## config.mk

```make
export PLATFORM = sky130hd
export DESIGN_NAME = roi_crop
export DESIGN_NICKNAME = d
export VERILOG_FILES = /design/src/rtl/roi_pkg.sv /design/src/rtl/roi_shadow.sv /design/src/rtl/roi_pos_cnt.sv /design/src/rtl/roi_window_cmp.sv /design/src/rtl/roi_crop.sv
export SDC_FILE = /design/constraint.sdc
export NUM_CORES = 1
export LEC_CHECK = 0
export BUFFER_PORTS_ARGS = -buffer_cell sky130_fd_sc_hd__buf_2
export CAP_MARGIN = 0
export CORE_MARGIN = 2
export CORE_UTILIZATION = 30
export CTS_CLUSTER_SIZE = 40
export DETAILED_ROUTE_END_ITERATION = 6
export PLACE_DENSITY = 0.49
export SLEW_MARGIN = 5
export SYNTH_ARGS = -nofsm -noshare
export SYNTH_HDL_FRONTEND = slang
export SYNTH_SLANG_ARGS = --single-unit
export TNS_END_PERCENT = 30
```

## constraint.sdc

```tcl
create_clock -name clk -period 8 [get_ports clk]
set_input_delay 2.4 -clock clk [delete_from_list [all_inputs] [get_ports clk]]
set_output_delay 2.4 -clock clk [all_outputs]
set_load 0.03 [all_outputs]
```

## src/rtl/roi_pkg.sv

```systemverilog
`timescale 1ns/1ps
package roi_pkg;

    // Coordinate width: covers frames up to 2047 pixels on a side.
    parameter int unsigned COORD_W = 11;

    typedef logic [COORD_W-1:0] coord_t;

    // Window and frame settings, live or shadowed.
    typedef struct packed {
        coord_t frm_w;
        coord_t frm_h;
        coord_t org_x;
        coord_t org_y;
        coord_t ext_w_m1;
        coord_t ext_h_m1;
    } roi_cfg_t;

    // Position of the pixel presented this cycle.
    typedef struct packed {
        logic   ok;
        coord_t col;
        coord_t row;
    } pix_pos_t;

    // Inclusive span test with a one-bit-wider upper bound, so the sum cannot overflow.
    function automatic logic in_span(coord_t pos, coord_t lo, coord_t ext_m1);
        logic [COORD_W:0] hi;
        hi = {1'b0, lo} + {1'b0, ext_m1};
        return (pos >= lo) && ({1'b0, pos} <= hi);
    endfunction

    // Increment that holds at the top value.
    function automatic coord_t sat_inc(coord_t v);
        coord_t one;
        one = coord_t'(1);
        return (v == '1) ? v : v + one;
    endfunction

endpackage

```

## src/rtl/roi_shadow.sv

```systemverilog
`timescale 1ns/1ps
module roi_shadow
    import roi_pkg::*;
(
    input  logic     clk,
    input  logic     rst,
    input  logic     take_i,
    input  roi_cfg_t live_i,
    output roi_cfg_t eff_o
);

    roi_cfg_t cfg_q;

    always_ff @(posedge clk) begin
        if (rst) begin
            cfg_q <= '0;
        end else if (take_i) begin
            cfg_q <= live_i;
        end
    end

    // The frame-start pixel already uses the values it captures.
    assign eff_o = take_i ? live_i : cfg_q;

endmodule

```

## src/rtl/roi_pos_cnt.sv

```systemverilog
`timescale 1ns/1ps
module roi_pos_cnt
    import roi_pkg::*;
(
    input  logic     clk,
    input  logic     rst,
    input  logic     vld_i,
    input  logic     sof_i,
    input  coord_t   frm_w_i,
    output pix_pos_t pos_o
);

    localparam coord_t ONE = coord_t'(1);

    logic   armed_q;
    coord_t col_q;
    coord_t row_q;
    logic   take;

    assign take = vld_i && sof_i;

    always_comb begin
        pos_o.ok  = vld_i && (take || armed_q);
        pos_o.col = take ? '0 : col_q;
        pos_o.row = take ? '0 : row_q;
    end

    always_ff @(posedge clk) begin
        if (rst) begin
            armed_q <= 1'b0;
            col_q   <= '0;
            row_q   <= '0;
        end else if (pos_o.ok) begin
            armed_q <= 1'b1;
            if (pos_o.col >= frm_w_i - ONE) begin
                col_q <= '0;
                row_q <= sat_inc(pos_o.row);
            end else begin
                col_q <= pos_o.col + ONE;
                row_q <= pos_o.row;
            end
        end
    end

endmodule

```

## src/rtl/roi_window_cmp.sv

```systemverilog
`timescale 1ns/1ps
module roi_window_cmp
    import roi_pkg::*;
(
    input  pix_pos_t pos_i,
    input  roi_cfg_t cfg_i,
    output logic     hit_o
);

    logic in_frame;
    logic in_cols;
    logic in_rows;

    always_comb begin
        in_frame = (pos_i.col < cfg_i.frm_w) && (pos_i.row < cfg_i.frm_h);
        in_cols  = in_span(pos_i.col, cfg_i.org_x, cfg_i.ext_w_m1);
        in_rows  = in_span(pos_i.row, cfg_i.org_y, cfg_i.ext_h_m1);
        hit_o    = pos_i.ok && in_frame && in_cols && in_rows;
    end

endmodule

```

## src/rtl/roi_crop.sv

```systemverilog
`timescale 1ns/1ps
module roi_crop
    import roi_pkg::*;
(
    input  logic                       clk,
    input  logic                       rst,
    input  logic                       pix_vld_i,
    input  logic                       sof_i,
    input  logic [roi_pkg::COORD_W-1:0] frm_w_i,
    input  logic [roi_pkg::COORD_W-1:0] frm_h_i,
    input  logic [roi_pkg::COORD_W-1:0] org_x_i,
    input  logic [roi_pkg::COORD_W-1:0] org_y_i,
    input  logic [roi_pkg::COORD_W-1:0] ext_w_m1_i,
    input  logic [roi_pkg::COORD_W-1:0] ext_h_m1_i,
    output logic                       out_vld_o,
    output logic                       out_sof_o,
    output logic                       cfg_taken_o
);

    roi_cfg_t live;
    roi_cfg_t eff;
    pix_pos_t pos;
    logic     take;
    logic     hit;
    logic     pend_q;
    logic     pend_cur;

    assign take = pix_vld_i && sof_i;

    always_comb begin
        live.frm_w    = frm_w_i;
        live.frm_h    = frm_h_i;
        live.org_x    = org_x_i;
        live.org_y    = org_y_i;
        live.ext_w_m1 = ext_w_m1_i;
        live.ext_h_m1 = ext_h_m1_i;
    end

    roi_shadow u_shadow (
        .clk    (clk),
        .rst    (rst),
        .take_i (take),
        .live_i (live),
        .eff_o  (eff)
    );

    roi_pos_cnt u_cnt (
        .clk     (clk),
        .rst     (rst),
        .vld_i   (pix_vld_i),
        .sof_i   (sof_i),
        .frm_w_i (eff.frm_w),
        .pos_o   (pos)
    );

    roi_window_cmp u_cmp (
        .pos_i (pos),
        .cfg_i (eff),
        .hit_o (hit)
    );

    // Output frame start is still owed for this frame.
    assign pend_cur = take ? 1'b1 : pend_q;

    always_ff @(posedge clk) begin
        if (rst) begin
            pend_q      <= 1'b0;
            out_vld_o   <= 1'b0;
            out_sof_o   <= 1'b0;
            cfg_taken_o <= 1'b0;
        end else begin
            pend_q      <= pend_cur && !hit;
            out_vld_o   <= hit;
            out_sof_o   <= hit && pend_cur;
            cfg_taken_o <= take;
        end
    end

endmodule

```

== Yosys cells after proc, flatten, opt, wreduce, memory -nomap -nowiden ==
Cells that the tools add are included.
W data, S select, Z words.

* Output and inout port bits: 3
* Word-level logic and storage cells: 45
* Register bits after elaboration: 93

* Magnitude comparators: 7
* Equality and inequality tests: 1
* $add $sub $neg: 5
* Reduce and logical (&&, ||, !) cells: 12
* Mux-type cells: 7

{| class="wikitable"
|+ Operators with widths
! kind !! count
|-
| $mux W66 || 1
|-
| $mux W11 || 5
|-
| $ge A11 B11 Y1 || 3
|-
| $add A11 B11 Y12 || 2
|-
| $le A11 B12 Y1 || 2
|-
| $add A11 B1 Y11 const B || 2
|-
| $lt A11 B11 Y1 || 2
|-
| $eq A11 B11 Y1 const B || 1
|-
| $sub A11 B1 Y11 const B || 1
|-
| $logic_and A1 B1 Y1 || 10
|-
| $logic_not A1 Y1 || 1
|-
| $logic_or A1 B1 Y1 || 1
|-
| $mux W1 || 1
|}

== Depth between registers and ports, before layout ==
Gate-level depths: netlist (run 1).

* Word-level depth: 9
* Mapped depth: 26
* Mapped depth without buffers: 21

== By module ==
Synthesis (run 1) repeated with hierarchy kept, for this count alone.

* Cell total of the unflattened synthesis: 779
* Area, all modules: 7056.8 µm²

{| class="wikitable"
|+ Modules (own cells, without submodules)
! module !! area each (µm²) !! instances !! seq. area each (µm²) !! cells each
|-
| roi_shadow || 2716.4 || 1 || 1321.3 || 212
|-
| roi_window_cmp || 2458.6 || 1 || 0.0 || 325
|-
| roi_pos_cnt || 1764.2 || 1 || 460.4 || 232
|-
| roi_crop || 117.6 || 1 || 80.1 || 10
|}

== Worst setup path after synthesis (run 1) ==
No wires, ideal clock.

* Kind: input -> register
* Start point: input pix_vld_i
* End point: register out_sof_o
* Library setup time: 0.073 ns
* Data arrival time: 6.535 ns
* Slack: 1.393 ns
* Buffers on the path: 2
* Cell stages on the path: 19
* Data required time: 7.927 ns
* Cells stage by stage: and2_1 -> clkbuf_1 -> buf_2 -> mux2i_1 -> inv_1 -> fa_1 -> a21o_1 -> a21oi_1 -> o21bai_1 -> a2111oi_0 -> o31ai_1 -> a21oi_1 -> xor2_1 -> ha_1 -> a211o_1 -> a2111oi_0 -> a211oi_1 -> nor4_2 -> nor3b_2

{| class="wikitable"
|+ RTL lines
! item !! line !! RTL
|-
| from (decl) || roi_crop.sv:7 || <nowiki>input logic pix_vld_i,</nowiki>
|-
| to (signal assigned) || roi_crop.sv:74 || <nowiki>out_sof_o <= hit && pend_cur;</nowiki>
|-
| to (decl) || roi_crop.sv:16 || <nowiki>output logic out_sof_o,</nowiki>
|}

==> results_dict.tcl, run 1 <==
set metrics [dict create \
    power_density_nw_per_um2 157 \
    vias 5647 \
    ys.flop_type "dfxtp_1" \
    ctsHoldBuffers 0 \
    h-tree-depth 3 \
    die_area_um2 23200 \
    rsz0062_at_grt "false" \
    syn_area_um2 6590 \
    finalSetupTns_ns 0 \
    cts_setup_buffers 0 \
    port-buffer-count 72 \
    dp_hpwl_mm 13.2 \
    cap_violations 0 \
    timing.final.setup_violations 0 \
    ant_nets 0 \
    status "finished clean" \
    p_sw_frac 0.296 \
    drc 0 \
    max_slew_margin 0.557 \
    layout_commonest_cell "nand2_1" \
    async_reset_ff_frac 0 \
    cts-root-buf "clkbuf_16" \
    clock_latency_ns 0.35 \
    worstPathRequired_ns 8.28 \
    via_per_inst 4.89 \
    multi_input_area_um2 4450 \
    nets 1043 \
    leakage_nw 3.67 \
    avgSynthCellArea_um2 8.14 \
    ir_drop_mv 0.110 \
    first_iter_violations 244 \
    clock.fmax_mhz 155 \
    io_pins 73 \
    clock-sinks 93 \
    grt.overflow.total 0 \
    place_area_um2 7230 \
    top_layer "met4" \
    drt_first_pass_iters 4 \
    row_count 54 \
    finClkSkew_ns 0.00837 \
    period_needed_ns 6.43 \
    power_frac_clock 0.371 \
    synth_enable_flop_cells 0 \
    yosys_warnings 0 \
    worstMarginPinSlew_ns 0.648 \
    die_h_um 152 \
    ys_types 58 \
    ys_seq_area_frac 0.283 \
    wl_met1_mm 8.27 \
    syn_to_final_growth_pct 14.2 \
    fillers 2316 \
    dieWidth_um 152 \
    n_antenna_cell 0 \
    final_area_um2 7520 \
    arrival_ns 6.71 \
    wirelength_mm 17.0 \
    wl_per_cell_um 14.7 \
    fin_crit_sh 0.804 \
    cp_max_fo 19 \
    ys_ff_latch 93 \
    min_path_type "flop to flop" \
    placed_cells 1139 \
    grt_max_degree 62 \
    finalMaxSlewViolations 0 \
    core_um2 21700 \
    clk_pin_slew_ns 0.07 \
    criticalPathCategory "primary input to flop" \
    cts_buffers 9 \
    cts_tree "yes" \
    wl_met2_mm 8.20 \
    pwr-share-seq 0.411 \
    end_kind "flop" \
    synth_cells 809 \
    final_cell_mix "110 x nand2_1, 101 x ha_1, 93 x dfxtp_1, 82 x nor2_1, 72 x buf_2" \
    finalHoldViolCount 0 \
    fin_total_pwr_mw 1.18 \
    seqCellArea_um2 1860 \
    syn_nets 982 \
    start_util 0.304 \
    clock_path_buffers 2 \
    gp_congestion 0.823 \
    grt_pass1_wl_mm 28.2 \
    regToRegSetupSlack_ns 3.99 \
    antenna_found_initial 0 \
    grt_usage 0.150 \
    cts_resized 0 \
    first_global_vias 5421 \
    startpoint_type "primary input" \
    final_cells 1154 \
    wl_met3_um 413 \
    drive_above_1_share 0.121 \
    p_int_uw 830 \
    power_frac_comb 0.218 \
    switchingPower_uw 349 \
]
==> power by group through the flow <==
stage               Sequential [mW]  Combinational, mW  Clock (mW)
global placement              0.495              0.261           0
finish                        0.485              0.258       0.437
CTS                           0.485              0.262       0.453
floorplan                     0.495              0.189           0
detailed placement            0.496              0.260           0
global route                  0.486              0.296       0.472
==> cells in the mapped netlist, drive strengths merged, types with 2 or more instances <==
master | n | area [um^2]
nand4 | 17 | 106
xor2 | 11 | 96.3
or2 | 3 | 18.8
xnor2 | 18 | 158
a22oi | 2 | 15.0
nor3 | 21 | 105
o211ai | 10 | 75.1
o21a | 9 | 67.6
nand3b | 2 | 18.8
a211oi | 9 | 67.6
nand2 | 111 | 419
a41o | 2 | 20.0
mux2i | 42 | 424
nand3 | 20 | 100
o31ai | 3 | 22.5
a2111oi | 4 | 35.0
a211o | 5 | 43.8
inv | 40 | 150
a41oi | 3 | 33.8
or4 | 3 | 22.5
buf | 8 | 43.8
a21oi | 65 | 325
o21ai | 24 | 120
and4 | 3 | 26.3
or3 | 2 | 12.5
nor2 | 82 | 308
and3 | 2 | 12.5
nor2b | 9 | 56.3
a31oi | 4 | 25.0
and2 | 23 | 144
nand2b | 8 | 50.1
ha | 101 | 1260
nor4 | 5 | 37.5
fa | 2 | 40.0
clkbuf | 21 | 78.8
dfxtp | 93 | 1860
a21o | 10 | 75.1
==> metal layers <==
| layer | GRT usage | up-vias |
|---|---|---|
| met5 | 0 | - |
| met4 | 0.0280 | 0 |
| met1 | 0.200 | 2596 |
| met2 | 0.253 | 67 |
| li1 | - | 2980 |
| met3 | 0.0296 | 4 |
==> final cells by class <==
type                       instances  share of cell area
sequential                        93               0.248
tap                              280              0.0466
multi-input combinational        647               0.592
clock inverter                     5             0.00832
timing repair buffer              79              0.0549
clock buffer                      10              0.0305
inverter                          40              0.0200
==> kinds of logic (layout without fill, tap and decap cells) <==
kind of cell             Yosys count  after routing  share of synthesized area
multiplexers                      42             42                     0.0644
adder cells (fa/ha/maj)          103            103                      0.198
AO/OA/AOI/OAI                    159            159                      0.152
buffers and inverters             69            134                     0.0414
flip-flops                        93             93                      0.283
XOR/XNOR                          29             29                     0.0386
AND/OR/NAND/NOR                  314            314                      0.223
==> through the flow <==
step / setup slack (ns) / hold slack, ns / utilization
detailed placement: 1.13 / 0.443 / 0.333
global placement: 1.21 / 0.434 / 0.333
finish: 1.57 / 0.453 / 0.347
global route: 1.17 / 0.479 / 0.347
CTS: 1.50 / 0.453 / 0.347
floorplan: 1.39 / 0.427 / -
==> flip-flops by register name (all words and copies together) (netlist names) <==
signal,flops
pend_q,1
u_shadow.cfg_q,66
u_cnt.col_q,11
cfg_taken_o,1
u_cnt.row_q,11
out_vld_o,1
u_cnt.armed_q,1
out_sof_o,1
==> path summary, 6_finish.rpt <==
kind                            from        endpoint  cells after the start
hold / removal        u_cnt.col_q[9]  u_cnt.col_q[9]                      2
hold reg to reg       u_cnt.col_q[9]  u_cnt.col_q[9]                      2
setup / recovery               sof_i       out_sof_o                     19
setup reg to reg  u_shadow.cfg_q[33]       out_sof_o                     17
==> worst max-delay path: stages <==
cell	delay (ns)
buf_2	0.12
and2_2	0.38
buf_4	0.39
buf_4	0.31
nand2_1	0.11
nand2_1	0.07
ha_1	0.26
a21oi_1	0.21
o21bai_1	0.11
a2111oi_0	0.55
o31ai_1	0.14
a21oi_1	0.19
xor2_1	0.09
ha_1	0.20
a211o_1	0.23
a2111oi_0	0.40
a211oi_1	0.11
nor4_2	0.22
nor3b_2	0.20
(Power assumes the default switching activity.)
==> run 2: changes to the inputs <==
- PLACE_DENSITY: 0.49 -> 0.51
- clock period: 8 -> 5.24 ns (I/O delays scaled with it)
==> run 2 against run 1 <==
Critical path depth is 1 higher. Final cell count up 6.3%. Via count is 5.2% higher. Highest routed layer unchanged.
==> results_dict.tcl, run 2 (synthesis gave the netlist of run 1 again) <==
set metrics [dict create \
    status "finished clean" \
    die_area_um2 23200 \
    timing.final.setup_violations 0 \
    finalHoldViolCount 0 \
    placed_cells 1210 \
    largest_register_ffs 66 \
    nets 1115 \
    first_global_vias 5846 \
    finalMaxSlewViolations 0 \
    leakage_nw 4.03 \
    worstPathRequired_ns 5.53 \
    ir_drop_mv 0.181 \
    drt_first_pass_iters 4 \
    end_kind "flop" \
    io_pins 73 \
    fillers 2252 \
    dieWidth_um 152 \
    cts-root-buf "clkbuf_16" \
    grt_usage 0.160 \
    fin_crit_sh 0.936 \
    place_area_um2 7810 \
    finish.utilization 0.374 \
    layout_commonest_cell "nand2_1" \
    final_area_um2 8120 \
    grt_max_degree 39 \
    clock_latency_ns 0.35 \
    criticalPathCategory "primary input to flop" \
    cap_violations 0 \
    worstMarginPinSlew_ns 0.682 \
    drive_above_1_share 0.197 \
    max_slew_margin 0.541 \
    finalSetupTns_ns 0 \
    ctsHoldBuffers 0 \
    h-tree-depth 3 \
    min_path_type "flop to flop" \
    row_count 54 \
    grt.overflow.total 0 \
    die_h_um 152 \
    largest-register "u_shadow.cfg_q" \
    final_cells 1227 \
    gp_congestion 0.792 \
    grt_pass1_wl_mm 29.9 \
    via_per_inst 4.84 \
    dp_hpwl_mm 14.5 \
    cts_tree "yes" \
    start_util 0.304 \
    largestRegisters "u_shadow.cfg_q x66, u_cnt.col_q x11, u_cnt.row_q x11" \
    clock-sinks 93 \
    drc 0 \
    regToRegSetupSlack_ns 1.71 \
    clock_path_buffers 2 \
    wirelength_mm 18.3 \
    arrival_ns 5.20 \
    final_cell_mix "108 x nand2_1, 100 x ha_1, 93 x dfxtp_1, 82 x nor2_1, 77 x buf_4" \
    vias 5938 \
    wl_per_cell_um 14.9 \
    core_um2 21700 \
    power_density_nw_per_um2 226 \
    startpoint_type "primary input" \
    first_iter_violations 251 \
    period_needed_ns 4.91 \
    rsz0062_at_grt "false" \
    clock.fmax_mhz 204 \
    cts_buffers 9 \
    port-buffer-count 72 \
    syn_to_final_growth_pct 23.3 \
    clk_pin_slew_ns 0.07 \
    antenna_found_initial 0 \
    cp_max_fo 7 \
    n_antenna_cell 0 \
    finClkSkew_ns 0.00731 \
    ant_nets 0 \
]
-- run 2: worst paths after layout --
path	from	cells after the start	endpoint
max	sof_i	20	out_sof_o
min	u_cnt.col_q[9]	2	u_cnt.col_q[9]
max reg2reg	u_shadow.cfg_q[11]	17	out_sof_o
min reg2reg	u_cnt.col_q[9]	2	u_cnt.col_q[9]
-- run 2: timing repair --
action                     CTS  global route
buffers inserted             0             1
setup endpoints to repair    0             3
resized for setup            0             2
-- run 2: area by class of cell --
class,count,area (um^2),share of cell area
clock inverters,5,35.0,0.00431
repair buffers,151,978,0.121
well taps,280,350,0.0431
flip-flops and latches,93,1860,0.229
clock buffers,11,243,0.0299
multi-input cells,647,4500,0.554
inverters,40,150,0.0185
-- run 2: metal layers --
layer | vias to the layer above | GRT usage | wire length (um)
met5 | - | 0 | 0
met4 | 0 | 0.0467 | 306
met3 | 17 | 0.0256 | 420
met2 | 80 | 0.285 | 8930
met1 | 2706 | 0.199 | 8690
li1 | 3135 | - | -
-- run 2: power breakdown --
group          internal [mW]  switching [mW]
Sequential             0.733         0.00741
Combinational          0.214           0.246
Clock                  0.336           0.300
-- run 2: critical path: stages --
cell	delay [ns]
buf_2	0.10
and2_4	0.19
buf_12	0.15
nand2_1	0.08
nand2_1	0.07
ha_2	0.20
fa_2	0.39
a21o_1	0.17
a21oi_2	0.13
o21bai_1	0.14
a2111oi_4	0.34
o31ai_1	0.13
a21oi_1	0.17
xor2_1	0.09
ha_1	0.20
a211o_1	0.24
a2111oi_2	0.20
a211oi_1	0.12
nor4_2	0.32
nor3b_2	0.20
-- run 2: metrics by stage --
stage	hold WS, ns	power, mW	worst slack, ns
final	0.457	1.84	0.333
after global routing	0.468	1.94	0.0225
after CTS	0.456	1.86	0.211
after detailed placement	0.446	1.22	-0.149
after global placement	0.436	1.22	-0.101
after floorplan	0.427	1.05	0.00280
